### src/rtl/spw_crc_pkg.sv
package spw_crc_pkg;

   typedef enum logic [2:0] {
      PH_IDLE   = 3'd0,
      PH_CMD    = 3'd1,
      PH_ADR_LO = 3'd2,
      PH_ADR_HI = 3'd3,
      PH_DATA   = 3'd4,
      PH_DONE   = 3'd5
   } phase_e;

endpackage

### src/rtl/spw_crc_step.sv
// One-byte CRC update. LSB_FIRST picks between the reflected and the
// straight shift variant; POLY is always given in straight form.
module spw_crc_step #(
   parameter int                 CRC_W     = 16,
   parameter int                 DATA_W    = 8,
   parameter logic [CRC_W-1:0]   POLY      = 16'h8005,
   parameter bit                 LSB_FIRST = 1'b1
) (
   input  logic [CRC_W-1:0]  crc_i,
   input  logic [DATA_W-1:0] byte_i,
   output logic [CRC_W-1:0]  crc_o
);

   function automatic logic [CRC_W-1:0] mirror(input logic [CRC_W-1:0] v);
      logic [CRC_W-1:0] r;
      for (int i = 0; i < CRC_W; i++) r[i] = v[CRC_W-1-i];
      return r;
   endfunction

   localparam logic [CRC_W-1:0] POLY_R = mirror(POLY);

   generate
      if (LSB_FIRST) begin : g_lsb
         always_comb begin
            logic [CRC_W-1:0] c;
            c = crc_i ^ {{(CRC_W-DATA_W){1'b0}}, byte_i};
            for (int b = 0; b < DATA_W; b++)
               c = c[0] ? ((c >> 1) ^ POLY_R) : (c >> 1);
            crc_o = c;
         end
      end else begin : g_msb
         always_comb begin
            logic [CRC_W-1:0] c;
            c = crc_i ^ {byte_i, {(CRC_W-DATA_W){1'b0}}};
            for (int b = 0; b < DATA_W; b++)
               c = c[CRC_W-1] ? ((c << 1) ^ POLY) : (c << 1);
            crc_o = c;
         end
      end
   endgenerate

endmodule

### src/rtl/spw_crc_seq.sv
// Tracks which byte of the transaction comes next and the scratchpad offset.
module spw_crc_seq
   import spw_crc_pkg::*;
#(
   parameter int DATA_W   = 8,
   parameter int OFFSET_W = 5
) (
   input  logic              clk,
   input  logic              rst_n,
   input  logic              start,
   input  logic              abort,
   input  logic              in_valid,
   input  logic [DATA_W-1:0] in_data,
   output phase_e            phase_q,
   output logic              take,
   output logic              fire
);

   localparam logic [OFFSET_W-1:0] LAST_OFF = '1;

   logic [OFFSET_W-1:0] off_q;
   logic                open_ph;

   always_comb begin
      open_ph = (phase_q == PH_CMD) || (phase_q == PH_ADR_LO) ||
                (phase_q == PH_ADR_HI) || (phase_q == PH_DATA);
      take    = in_valid && !start && !abort && open_ph;
      fire    = take && (phase_q == PH_DATA) && (off_q == LAST_OFF);
   end

   always_ff @(posedge clk or negedge rst_n) begin
      if (!rst_n) begin
         phase_q <= PH_IDLE;
         off_q   <= '0;
      end else if (abort) begin
         phase_q <= PH_IDLE;
         off_q   <= '0;
      end else if (start) begin
         phase_q <= PH_CMD;
         off_q   <= '0;
      end else if (take) begin
         unique case (phase_q)
            PH_CMD:    phase_q <= PH_ADR_LO;
            PH_ADR_LO: begin
               off_q   <= in_data[OFFSET_W-1:0];
               phase_q <= PH_ADR_HI;
            end
            PH_ADR_HI: phase_q <= PH_DATA;
            PH_DATA: begin
               if (off_q == LAST_OFF) phase_q <= PH_DONE;
               else                   off_q   <= off_q + 1'b1;
            end
            default: ;
         endcase
      end
   end

endmodule

### src/rtl/spw_crc_tx.sv
// Sends the inverted CRC as CRC_W/DATA_W bytes, least significant first.
module spw_crc_tx #(
   parameter int CRC_W  = 16,
   parameter int DATA_W = 8
) (
   input  logic              clk,
   input  logic              rst_n,
   input  logic              clear,
   input  logic              fire,
   input  logic [CRC_W-1:0]  crc,
   output logic              out_valid,
   output logic [DATA_W-1:0] out_data
);

   localparam int NBYTES = CRC_W / DATA_W;
   localparam int IDX_W  = (NBYTES > 1) ? $clog2(NBYTES) : 1;
   localparam logic [IDX_W-1:0] IDX_LAST = IDX_W'(NBYTES - 1);

   logic             busy_q;
   logic [IDX_W-1:0] idx_q;
   logic [CRC_W-1:0] crc_inv;

   always_ff @(posedge clk or negedge rst_n) begin
      if (!rst_n) begin
         busy_q <= 1'b0;
         idx_q  <= '0;
      end else if (clear) begin
         busy_q <= 1'b0;
         idx_q  <= '0;
      end else if (fire) begin
         busy_q <= 1'b1;
         idx_q  <= '0;
      end else if (busy_q) begin
         if (idx_q == IDX_LAST) busy_q <= 1'b0;
         else                   idx_q  <= idx_q + 1'b1;
      end
   end

   assign crc_inv   = ~crc;
   assign out_valid = busy_q;
   assign out_data  = crc_inv[int'(idx_q)*DATA_W +: DATA_W];

endmodule

### src/rtl/spw_crc16_gen.sv
module spw_crc16_gen
   import spw_crc_pkg::*;
#(
   parameter int               DATA_W    = 8,
   parameter int               CRC_W     = 16,
   parameter int               OFFSET_W  = 5,
   parameter logic [CRC_W-1:0] POLY      = 16'h8005,
   parameter bit               LSB_FIRST = 1'b1
) (
   input  logic              clk,
   input  logic              rst_n,
   input  logic              start,
   input  logic              abort,
   input  logic              in_valid,
   input  logic [DATA_W-1:0] in_data,
   output logic              out_valid,
   output logic [DATA_W-1:0] out_data
);

   generate
      if (CRC_W % DATA_W != 0) begin : g_bad_ratio
         $error("CRC_W must be a multiple of DATA_W");
      end
      if (OFFSET_W < 1 || OFFSET_W > DATA_W) begin : g_bad_off
         $error("OFFSET_W must lie in 1..DATA_W");
      end
      if (CRC_W < DATA_W) begin : g_bad_crc
         $error("CRC_W must be at least DATA_W");
      end
   endgenerate

   phase_e           phase_q;
   logic             take;
   logic             fire;
   logic             clear;
   logic [CRC_W-1:0] crc_q;
   logic [CRC_W-1:0] crc_nx;

   assign clear = start | abort;

   spw_crc_seq #(
      .DATA_W   (DATA_W),
      .OFFSET_W (OFFSET_W)
   ) u_seq (
      .clk      (clk),
      .rst_n    (rst_n),
      .start    (start),
      .abort    (abort),
      .in_valid (in_valid),
      .in_data  (in_data),
      .phase_q  (phase_q),
      .take     (take),
      .fire     (fire)
   );

   spw_crc_step #(
      .CRC_W     (CRC_W),
      .DATA_W    (DATA_W),
      .POLY      (POLY),
      .LSB_FIRST (LSB_FIRST)
   ) u_step (
      .crc_i  (crc_q),
      .byte_i (in_data),
      .crc_o  (crc_nx)
   );

   always_ff @(posedge clk or negedge rst_n) begin
      if (!rst_n)     crc_q <= '0;
      else if (clear) crc_q <= '0;
      else if (take)  crc_q <= crc_nx;
   end

   spw_crc_tx #(
      .CRC_W  (CRC_W),
      .DATA_W (DATA_W)
   ) u_tx (
      .clk       (clk),
      .rst_n     (rst_n),
      .clear     (clear),
      .fire      (fire),
      .crc       (crc_q),
      .out_valid (out_valid),
      .out_data  (out_data)
   );

endmodule

### config.mk
export PLATFORM = sky130hd
export DESIGN_NAME = spw_crc16_gen
export DESIGN_NICKNAME = d
export VERILOG_FILES = /design/src/rtl/spw_crc_pkg.sv /design/src/rtl/spw_crc_step.sv /design/src/rtl/spw_crc_seq.sv /design/src/rtl/spw_crc_tx.sv /design/src/rtl/spw_crc16_gen.sv
export SDC_FILE = /design/constraint.sdc
export NUM_CORES = 1
export LEC_CHECK = 0
export ABC_AREA = 1
export BUFFER_PORTS_ARGS = -buffer_cell sky130_fd_sc_hd__buf_4
export CAP_MARGIN = 20
export CORE_AREA = 5 5 89 91
export DETAILED_ROUTE_END_ITERATION = 12
export DIE_AREA = 0 0 94 96
export GPL_TIMING_DRIVEN = 0
export SYNTH_ARGS = -nofsm -noshare
export SYNTH_HDL_FRONTEND = slang
export SYNTH_HIERARCHICAL = 1
export SYNTH_SLANG_ARGS = --single-unit
### constraint.sdc
create_clock -name clk -period 2.25 [get_ports clk]
set_clock_uncertainty 0.05 [all_clocks]
set_input_delay 0.45 -clock clk [delete_from_list [all_inputs] [get_ports clk]]
set_output_delay 0.45 -clock clk [all_outputs]
set_load 0.01 [all_outputs]
==> tab_implementation.tex <==
\begin{tabular}{lr}
\hline
Metric & Value \\
\hline
\multicolumn{2}{l}{\textbf{Outcome}} \\
Run status & complete, no violations \\
\multicolumn{2}{l}{\textbf{Place}} \\
Routability congestion estimate & 0.781 \\
Number of buffer cells added on primary ports & 21 \\
Detailed-placement wirelength estimate & 3500 um \\
Count of placed standard cells including taps & 408 \\
\multicolumn{2}{l}{\textbf{Synthesis}} \\
Post-synthesis average cell area & 7.08 sq um \\
Compound-cell area share of the yosys netlist & 5.15\% \\
Share of the synthesized area in the top cell type & 31.9\% \\
Mapped cell area & 2040 sq um \\
Largest area contributor in the netlist & dfrtp\_1 \\
Net count of the mapped netlist & 303 \\
Adder-cell share of the synthesized area & 1.23\% \\
Post-synth ARST share & 100\% \\
Simple logic cell fraction of the synthesized area & 43.1\% \\
Combinational family with the most area after synthesis & simple AND/OR/NAND/NOR gates \\
Most repeated cell in the gate-level netlist after synthesis & nand2\_1 \\
Sequential cell area fraction in the yosys report & 31.9\% \\
Number of unique standard cell types used by synthesis & 30 \\
Main flop type after synthesis & dfrtp\_1 \\
Fraction of synthesized area in multiplexers & 0\% \\
Largest cells by area after synthesis & dfrtp\_1, nand2\_1, inv\_1 \\
EDFF count, synth & 0 \\
Xor and xnor fraction of the mapped netlist area & 7.24\% \\
Total of flip-flops plus latches after synthesis & 26 \\
Yosys warns & 6 \\
Gate count after technology mapping & 288 \\
Leading cell types by count after synthesis & nand2\_1, inv\_1, dfrtp\_1 \\
\multicolumn{2}{l}{\textbf{Layout}} \\
Final core utilization & 33.5\% \\
Area Growth Syn to Fin & 15.8\% \\
Number of nets at the end of the flow & 329 \\
Antenna diode count & 0 \\
Filler cell count & 803 \\
Count of non-filler cells in the finished layout & 411 \\
Fraction of layout instances using a drive strength above 1 & 25.6\% \\
\multicolumn{2}{l}{\textbf{Routing}} \\
Metal2 WL & 2100 um \\
Top Layer Used & met4 \\
WL per Instance & 11.3 um \\
Residual DRC & 0 \\
Detailed-route vias per instance & 4.27 \\
M1 wire length & 2380 um \\
Detailed-router iteration count before antenna repair & 4 \\
Total wire length & 4640 um \\
Iter 0 DRT Violations & 52 \\
Met3 wire len & 88 um \\
Vias & 1753 \\
Remaining antenna violation count after routing & 0 \\
\multicolumn{2}{l}{\textbf{Clock tree}} \\
Max clock buf depth & 2 \\
Number of buffers inserted for hold repair after clock tree synthesis & 0 \\
H-tree depth & 1 \\
CTS-repair resized insts & 0 \\
Cts bufs inserted & 3 \\
Insertion delay of the later-clocked pin in the worst-skew pair & 280 ps \\
Clock-pin slew reported for the worst setup and hold paths after clock tree synthesis & 90 ps \\
Post-CTS setup buffers & 0 \\
Sink Count & 26 \\
Clock tree root driver cell & clkbuf\_8 \\
CTS tree & built \\
\multicolumn{2}{l}{\textbf{GRT}} \\
Via count of the first global-routing pass & 1655 \\
Pin count of the biggest net entering global routing & 27 \\
Wire length of the first global-routing pass & 7650 um \\
Total grt overflow & 0 \\
Initial antenna violation count & 0 \\
GRT Resource Usage Total & 10.7\% \\
\multicolumn{2}{l}{\textbf{Timing}} \\
Max-slew violation total from the final report & 0 \\
Crit share post-route & 86.0\% \\
Period minus WS final & 1930 ps \\
Final worst hold slack & 24.2 ps \\
Pin slew with the least headroom to its limit & 423 ps \\
Accumulated negative setup slack & 0 ps \\
Final-report setup violation count & 0 \\
RSZ-0062 raised after global routing & no \\
Max Clk Rate & 517 MHz \\
Slew headroom & 71.8\% \\
Final Hold Viols & 0 \\
\multicolumn{2}{l}{\textbf{Power and ir drop}} \\
Power Density & 426 nW/um\^{}2 \\
Leakage power summed over all cells & 1.31 nW \\
Maximum VDD drop & 0.205 mV \\
\multicolumn{2}{l}{\textbf{Floorplanning}} \\
Placement row count & 31 \\
Initial core utilization & 28.9\% \\
Floorplan Core Area & 7060 sq um \\
Die extent in x & 94 um \\
I/O pin count & 22 \\
Overall die area & 9020 sq um \\
Die Ht & 96 um \\
\multicolumn{2}{l}{\textbf{Run}} \\
Number of max-capacitance violations reported & 0 \\
\multicolumn{2}{l}{\textbf{Setup path}} \\
Crit path max fanout & 4 \\
Crit Path Category & reg -> reg \\
Worst path arrival time & 2100 ps \\
Nature of the critical path startpoint & register \\
Worst Path Required & 2420 ps \\
Nature of the critical path endpoint & register \\
\multicolumn{2}{l}{\textbf{Min path}} \\
Class of the most critical hold timing path & in -> async \\
\hline
\end{tabular}
==> cells in the final DEF, fill, tap and decap left out, types with 5 or more instances in the layout <==
cell / instances
xor2_1: 9
dfrtp_1: 26
or2_1: 9
buf_4: 26
o21ai_1: 8
nand3_1: 24
xnor2_1: 6
nor2_1: 24
inv_1: 37
nand2_4: 5
nor2_2: 10
nand3_2: 6
nand2_1: 81
nand2_2: 11
==> report_power, final <==
| group | total, mW | internal, mW | switching (mW) |
|---|---|---|---|
| registers | 0.485 | 0.475 | 0.00984 |
| clock network | 0.272 | 0.120 | 0.151 |
| logic | 0.249 | 0.0924 | 0.157 |
| total | 1.01 | 0.688 | 0.318 |
==> cell families (layout without fill, tap and decap cells) <==
logic type,Yosys count,in the layout
AND/OR/NAND/NOR,177,177
buffers and inverters,51,75
flip-flops,26,26
AO/OA/AOI/OAI,16,16
XOR/XNOR,16,16
adder cells (fa/ha/maj),2,2
==> sequential cells by signal (all words and copies together), names as in the netlist <==
signal and flops:
crc_q 16, u_seq/off_q 5, u_seq/phase_q 3, u_tx/idx_q 1
u_tx/out_valid 1
==> final timing paths <==
check,startpoint,to,cells past startpoint,slack [ps]
max in group asynchronous,rst_n,u_tx/idx_q,1,1860
min in group clk,abort,u_seq/phase_q[1],4,430
worst max-delay path,crc_q[2],crc_q[11],10,320
worst min register to register,u_seq/off_q[4],u_seq/off_q[4],2,470
worst max register to register,crc_q[2],crc_q[11],10,320
worst min-delay path,rst_n,u_seq/phase_q[0],1,20
==> routing by layer <==
layer,vias up,track usage (%)
met1,799,14.3
met3,7,1.41
met5,-,0
li1,921,-
met4,0,3.97
met2,26,17.6
==> final cells by class <==
cell class              count  area, sq um  share of cell area (%)
multi-input cells         211         1160                    49.0
inverters                  41          156                    6.62
flip-flops and latches     26          651                    27.5
plain buffers              10         75.1                    3.18
clock buffers               3         41.3                    1.75
repair buffers             21          158                    6.67
well taps                  99          124                    5.24
==> metrics by stage <==
step | instance area, sq um | setup WS (ps) | power, mW
3_5_place_dp | 2320 | 161 | 0.745
4_1_cts | 2360 | 318 | 1.02
3_3_place_gp | 2320 | 178 | 0.743
2_1_floorplan | 2040 | 510 | 0.670
6_report | 2360 | 315 | 1.01
5_1_grt | 2360 | 148 | 1.06
==> worst max-delay path, cell delays in order (launching register included) <==
cell	delay [ps]
dfrtp_1	430
xnor2_1	270
nand3_2	170
nand3_2	140
nand3_2	150
nand2_4	120
nand2_2	50
nand2_1	80
xor2_1	220
nor2_1	90
nor2_2	100
Power figures use the tool's default switching activity.
